File: config.mk
export PLATFORM = sky130hd
export DESIGN_NAME = irq_route_regs
export DESIGN_NICKNAME = d
export VERILOG_FILES = /design/src/rtl/irq_route_pkg.sv /design/src/rtl/irq_route_decode.sv /design/src/rtl/irq_route_entry.sv /design/src/rtl/irq_route_regs.sv
export SDC_FILE = /design/constraint.sdc
export NUM_CORES = 1
export LEC_CHECK = 0
export ABC_CLOCK_PERIOD_IN_PS = 2820
export BUFFER_PORTS_ARGS = -buffer_cell sky130_fd_sc_hd__buf_2
export CAP_MARGIN = 20
export CORE_MARGIN = 5
export CORE_UTILIZATION = 50
export CTS_CLUSTER_DIAMETER = 30
export DETAILED_ROUTE_END_ITERATION = 10
export GPL_TIMING_DRIVEN = 1
export HOLD_SLACK_MARGIN = 0.1
export PLACE_DENSITY = 0.74
export SYNTH_ARGS = -nofsm -noshare
export SYNTH_HDL_FRONTEND = slang
export SYNTH_HIERARCHICAL = 1
export SYNTH_SLANG_ARGS = --single-unit
File: constraint.sdc
create_clock -name clk_i -period 2.82 [get_ports clk_i]
set_clock_uncertainty 0.1 [all_clocks]
set_input_delay 0.141 -clock clk_i [delete_from_list [all_inputs] [get_ports clk_i]]
set_output_delay 0.141 -clock clk_i [all_outputs]
set_load 0.1 [all_outputs]
File: src/rtl/irq_route_pkg.sv
package irq_route_pkg;
  localparam logic [7:0]  IDX_ID   = 8'h00;
  localparam logic [7:0]  IDX_VER  = 8'h01;
  localparam logic [7:0]  IDX_ARB  = 8'h02;
  localparam logic [7:0]  IDX_TBL  = 8'h10;
  localparam logic [31:0] LO_WMASK = 32'h0001_AFFF;
  localparam logic [31:0] HI_WMASK = 32'hFF00_0000;
  localparam logic [31:0] LO_RST   = 32'h0001_0000;

  typedef enum logic [2:0] {
    REG_ID, REG_VER, REG_ARB, REG_ENT, REG_BAD
  } reg_kind_e;
endpackage

File: src/rtl/irq_route_decode.sv
module irq_route_decode
  import irq_route_pkg::*;
#(
  parameter int NUM_ENTRIES = 24,
  localparam int EW = (NUM_ENTRIES > 1) ? $clog2(NUM_ENTRIES) : 1
) (
  input  logic [7:0]    idx_i,
  output reg_kind_e     kind_o,
  output logic [EW-1:0] ent_o,
  output logic          hi_o
);
  localparam logic [7:0] SPAN = 8'(2 * NUM_ENTRIES);

  logic [7:0] off;
  logic [7:0] ent_full;

  always_comb begin
    off      = idx_i - IDX_TBL;
    ent_full = {1'b0, off[7:1]};
    hi_o     = off[0];
    ent_o    = ent_full[EW-1:0];
    if (idx_i == IDX_ID)                         kind_o = REG_ID;
    else if (idx_i == IDX_VER)                   kind_o = REG_VER;
    else if (idx_i == IDX_ARB)                   kind_o = REG_ARB;
    else if (idx_i >= IDX_TBL && off < SPAN)     kind_o = REG_ENT;
    else                                         kind_o = REG_BAD;
  end
endmodule

File: src/rtl/irq_route_entry.sv
module irq_route_entry
  import irq_route_pkg::*;
(
  input  logic        clk_i,
  input  logic        rst_ni,
  input  logic        we_lo_i,
  input  logic        we_hi_i,
  input  logic [31:0] wdata_i,
  output logic [31:0] lo_o,
  output logic [31:0] hi_o
);
  always_ff @(posedge clk_i or negedge rst_ni) begin
    if (!rst_ni) begin
      lo_o <= LO_RST;
      hi_o <= '0;
    end else begin
      if (we_lo_i) lo_o <= wdata_i & LO_WMASK;
      if (we_hi_i) hi_o <= wdata_i & HI_WMASK;
    end
  end
endmodule

File: src/rtl/irq_route_regs.sv
module irq_route_regs
  import irq_route_pkg::*;
#(
  parameter int         NUM_ENTRIES = 24,
  parameter logic [7:0] VERSION     = 8'h11
) (
  input  logic                         clk_i,
  input  logic                         rst_ni,
  input  logic                         req_valid_i,
  output logic                         req_ready_o,
  input  logic                         req_write_i,
  input  logic                         req_addr_i,
  input  logic [31:0]                  req_wdata_i,
  output logic                         rsp_valid_o,
  output logic [31:0]                  rsp_rdata_o,
  output logic                         err_o,
  output logic [NUM_ENTRIES-1:0][7:0]  vector_o,
  output logic [NUM_ENTRIES-1:0][2:0]  dlv_mode_o,
  output logic [NUM_ENTRIES-1:0]       dst_mode_o,
  output logic [NUM_ENTRIES-1:0]       polarity_o,
  output logic [NUM_ENTRIES-1:0]       trigger_o,
  output logic [NUM_ENTRIES-1:0]       mask_o,
  output logic [NUM_ENTRIES-1:0][7:0]  dest_o
);
  localparam int EW = (NUM_ENTRIES > 1) ? $clog2(NUM_ENTRIES) : 1;
  localparam logic [31:0] VER_WORD = {8'h00, 8'(NUM_ENTRIES - 1), 8'h00, VERSION};

  logic [7:0]  sel_q;
  logic [7:0]  id_q;
  logic [7:0]  arb_q;
  logic [NUM_ENTRIES-1:0][31:0] ent_lo;
  logic [NUM_ENTRIES-1:0][31:0] ent_hi;

  reg_kind_e     kind;
  logic [EW-1:0] ent;
  logic          half_hi;

  logic wr_sel, wr_win, rd_acc, win_acc;
  logic [31:0] rd_val;

  assign req_ready_o = 1'b1;
  assign win_acc = req_valid_i && req_addr_i;
  assign wr_sel  = req_valid_i && req_write_i && !req_addr_i;
  assign wr_win  = win_acc && req_write_i;
  assign rd_acc  = req_valid_i && !req_write_i;

  irq_route_decode #(.NUM_ENTRIES(NUM_ENTRIES)) u_dec (
    .idx_i  (sel_q),
    .kind_o (kind),
    .ent_o  (ent),
    .hi_o   (half_hi)
  );

  for (genvar g = 0; g < NUM_ENTRIES; g++) begin : g_ent
    logic hit;
    assign hit = wr_win && (kind == REG_ENT) && (ent == EW'(g));
    irq_route_entry u_ent (
      .clk_i   (clk_i),
      .rst_ni  (rst_ni),
      .we_lo_i (hit && !half_hi),
      .we_hi_i (hit && half_hi),
      .wdata_i (req_wdata_i),
      .lo_o    (ent_lo[g]),
      .hi_o    (ent_hi[g])
    );
    assign vector_o[g]   = ent_lo[g][7:0];
    assign dlv_mode_o[g] = ent_lo[g][10:8];
    assign dst_mode_o[g] = ent_lo[g][11];
    assign polarity_o[g] = ent_lo[g][13];
    assign trigger_o[g]  = ent_lo[g][15];
    assign mask_o[g]     = ent_lo[g][16];
    assign dest_o[g]     = ent_hi[g][31:24];
  end

  always_comb begin
    rd_val = '0;
    if (!req_addr_i) begin
      rd_val = {24'h0, sel_q};
    end else begin
      unique case (kind)
        REG_ID:  rd_val = {id_q, 24'h0};
        REG_VER: rd_val = VER_WORD;
        REG_ARB: rd_val = {arb_q, 24'h0};
        REG_ENT: rd_val = half_hi ? ent_hi[ent] : ent_lo[ent];
        default: rd_val = '0;
      endcase
    end
  end

  always_ff @(posedge clk_i or negedge rst_ni) begin
    if (!rst_ni) begin
      sel_q       <= '0;
      id_q        <= '0;
      arb_q       <= '0;
      rsp_valid_o <= 1'b0;
      rsp_rdata_o <= '0;
      err_o       <= 1'b0;
    end else begin
      if (wr_sel) sel_q <= req_wdata_i[7:0];
      if (wr_win && kind == REG_ID)  id_q  <= req_wdata_i[31:24];
      if (wr_win && kind == REG_ARB) arb_q <= req_wdata_i[31:24];
      rsp_valid_o <= rd_acc;
      rsp_rdata_o <= rd_acc ? rd_val : '0;
      err_o       <= win_acc && (kind == REG_BAD);
    end
  end
endmodule

==> key figures <==
Run status
  • Status: finished with violations
  • Failing checks: negative setup slack

Worst setup path
  • Critical Path AT: around 3.6 ns
  • Reg2reg start: sel_q[4]$_DFFE_PN0P_
  • R2r worst-path depth: 16
  • Reg2reg setup slack: -0.26 ns
  • RR Endpoint: g_ent[23].u_ent/lo_o[1]$_DFFE_PN0P_
  • Crit. End Element: flip-flop
  • Crit path launch type: flip-flop
  • Required @ worst endpoint: 3.33 ns
  • Crit Path Class: reg2reg
  • Worst-path fanout max: 7

Routing
  • 1st-pass router iterations: 6
  • Post-DRT Antenna Nets: 0
  • Vias: 28151
  • Drt via density: 5.35
  • Initial DRC count: 2542
  • Detailed-route DRC error count: 0
  • Wire per inst: 26.1 microns
  • Drt total wl: roughly 140000 microns

Timing
  • TNS Setup: -70.21 ns
  • Final Hold Viols: 0
  • Worst-Margin Slew: roughly 0.85 ns
  • Fin crit period: 3.08 ns
  • Slew HR: about 43%
  • Final hold slack: roughly 0.18 ns
  • RSZ-0062 raised after global routing: true
  • Max-slew violation count: 0
  • Setup violators final: 546
  • Peak Freq: roughly 320 MHz
  • Final WS setup: -0.258 ns
  • Final Cycle Share: 109%

Run
  • Max cap viols: 0

Clocking
  • CTS tree: done
  • Later-pin clock latency in the skew report: 0.76 ns
  • Clk pin slew, worst setup/hold paths: ~0.040 ns
  • Total CTS buffers: 137
  • Root buf cell: clkbuf_16
  • H-tree Lvls: 4
  • Clk buf depth: 3
  • # clock sinks: ~600

Pwr
  • Leak: 26.3 nW
  • Worst VDD drop: 0.618 mV
  • Power per cell area: 608 nW/um^2

Synthesis
  • Flops & latches, synth: 610
  • Seq/Total Area, Yosys: 34.8%
  • Prevailing post-synth register cell: dfrtp_1
  • Post-synthesis mux area share: 40.9%
  • EDFF count, synth: 0
  • Distinct cells, synth: 48
  • Post-synthesis adder-cell area fraction: 0.0569%
  • Yosys warns: 6
  • Synth Area in Compound Gates: approximately 1.7%
  • Mapped Avg Cell Area: ~14 sq um
  • Synth Area in XOR/XNOR: 0%
  • Area share of and/or/nand/nor cells after synthesis: 1.97%
  • Area of the mapped netlist: approximately 44000 sq um
  • Main combinational cell family by area after synthesis: multiplexers
  • Mapped Cells: 3217
  • Async SR Flop Fraction: 100%

Placement
  • I/O Buffers: 613
  • Dpl ws: -0.382 ns
  • Final RePlAce weighted congestion: 0.899
  • Placed Instance Area: roughly 45000 sq um
  • Inst Count DP: between 4000 and 5000
  • HPWL after DPL: 91300 microns

Layout
  • Share of post-route cells with drive strength above 1: 53.6%
  • Final-layout fill cell count: about 6500
  • Cell area after layout: roughly 53000 sq um
  • Finished Layout Cells: 5259
  • Layout area overhead: 20.1%
  • Nets@finish: just over 4000

GRT
  • Initial antenna violation count: 4
  • Vias in the first global route: 29311
  • First-pass GRT wire length: 199000 microns
  • Largest net degree at the start of global routing: 102
  • GRT Residual Overflow: 0
  • GRT Total Usage: 28.4%

Floorplan
  • Core ar.: 87000 sq um
  • I/O Pins: 624
  • Starting density of the core: 50.6%
  • Chip height: a little over 300 microns
  • Die footprint: 94000 sq um
  • FP Rows: 108
  • Die width: ~310 microns

Hold path
  • Worst Hold Launch: req_write_i
  • Hold endpoint: rsp_rdata_o[18]$_DFF_PN0_
  • WHS Path Cells: 4
  • Hold crit path type: in2reg
## report_power, final
group          leakage, nW  switching (mW)  internal, mW
sequential            8.40           0.109          8.93
combinational         15.6            3.28          2.95
clock                 2.39            5.65          11.2
## cell usage after synthesis (10+ instances only)
cell         n  share of area [%]
buf_2       77               0.88
nor2b_1     10               0.14
clkbuf_1    45               0.38
nor3_1      10               0.11
mux2_4     240                8.2
mux2_2     362                9.3
buf_1       16               0.14
dfrtp_1    586                 33
buf_4     1001                 17
dfstp_2     24                1.4
conb_1      25               0.21
buf_6       31               0.79
a221o_1     13               0.30
mux2i_1     68                1.5
nor2_1      56               0.48
nand4_1     11               0.16
a22oi_1     26               0.44
nand2_1     51               0.44
nand3_1     20               0.23
buf_12      24                1.1
mux4_2     427                 22
o22ai_1     27               0.38
## through the flow
step	total power, mW	util [%]
after CTS	32.0	60.3
final	32.1	60.7
after global placement	15.0	52.1
after global routing	33.3	60.7
after floorplan	14.6	-
after detailed placement	15.0	52.1
## logic make-up (layout without fill, tap and decap cells)
family | count (synthesis) | after routing
adders and majority gates | 2 | 2
other | 25 | 986
buffers and inverters | 1200 | 1126
AOI/OAI and AO/OA | 102 | 102
and+or+nand+nor | 181 | 181
muxes | 1097 | 1097
DFF | 610 | 610
## sequential cells by signal (all words and copies together), names as in the netlist
signal            cells
rsp_valid_o           1
g_ent.u_ent/hi_o    192
g_ent.u_ent/lo_o    360
arb_q                 8
err_o                 1
sel_q                 8
rsp_rdata_o          32
id_q                  8
## cell type report
type / instances / area, sq um / share of cell area (%)
Sequential cell: 610 / 15300 / 29.0
Clock buffer: 174 / 3800 / 7.19
Timing Repair Buffer: 869 / 6430 / 12.2
Antenna cell: 1 / 2.50 / 0.00474
Multi-Input combinational cell: 2367 / 24600 / 46.7
Inverter: 6 / 27.5 / 0.0521
Tap cell: 1155 / 1450 / 2.74
Clock inverter: 77 / 1160 / 2.20
## how the worst max path moves through the flow
stage	cells past startpoint	endpoint	start	slack [ns]
finish	16	g_ent[23].u_ent/lo_o[1]$_DFFE_PN0P_	sel_q[4]$_DFFE_PN0P_	-0.26
floorplan	12	g_ent[23].u_ent/lo_o[10]$_DFFE_PN0P_	sel_q[2]$_DFFE_PN0P_	0.02
global route	16	g_ent[23].u_ent/lo_o[1]$_DFFE_PN0P_	sel_q[4]$_DFFE_PN0P_	-0.36
CTS	14	g_ent[13].u_ent/lo_o[4]$_DFFE_PN0P_	sel_q[4]$_DFFE_PN0P_	-0.21
global placement	12	g_ent[13].u_ent/lo_o[3]$_DFFE_PN0P_	sel_q[4]$_DFFE_PN0P_	-0.34
detailed placement	12	g_ent[13].u_ent/lo_o[3]$_DFFE_PN0P_	sel_q[4]$_DFFE_PN0P_	-0.38
## worst max-delay path: stages (launching register included)
cell	delay [ns]
dfrtp_1	0.38
inv_4	0.06
ha_4	0.18
nor3_4	0.17
nand3_2	0.12
and3_4	0.19
nand3b_1	0.23
buf_4	0.19
nor3_4	0.11
buf_6	0.15
buf_6	0.10
nand3_4	0.08
buf_6	0.16
nor2_4	0.09
buf_12	0.13
buf_12	0.15
mux2_2	0.34
## per-layer routing
metal	global-route usage (%)	up-vias	wire (microns)
li1	-	11461	-
met3	7.74	435	12000
met1	35.6	14711	51100
met2	45.6	1538	65800
met4	14.5	6	8540
met5	0	-	39
## timing repair
action / 4_1_cts / 5_1_grt
pin swaps: 23 / 16
endpoints found under the setup margin: 552 / 552
endpoints found under the hold margin: 1188 / 0
gates cloned: 8 / 4
setup buffers: 24 / 9
gates resized for setup: 336 / 62
hold buffers: 32 / 0
## cell usage in the layout (no fill, tap or decap), types with 13 or more instances in the layout
master	n
mux4_2	427
buf_12	69
clkinvlp_4	13
buf_8	19
clkbuf_16	142
o22ai_1	27
a221o_1	13
nor2_4	35
dfrtp_1	583
nor2_1	18
buf_2	612
mux2_2	138
bufinv_16	17
clkinv_2	25
a22oi_1	26
dlygate4sd3_1	31
mux2_4	464
dfstp_2	24
buf_6	39
clkbuf_8	21
nand3_1	18
conb_1	985
nand2_1	45
mux2i_1	68
buf_4	88
clkbuf_1	15
(Power assumes the default switching activity.)
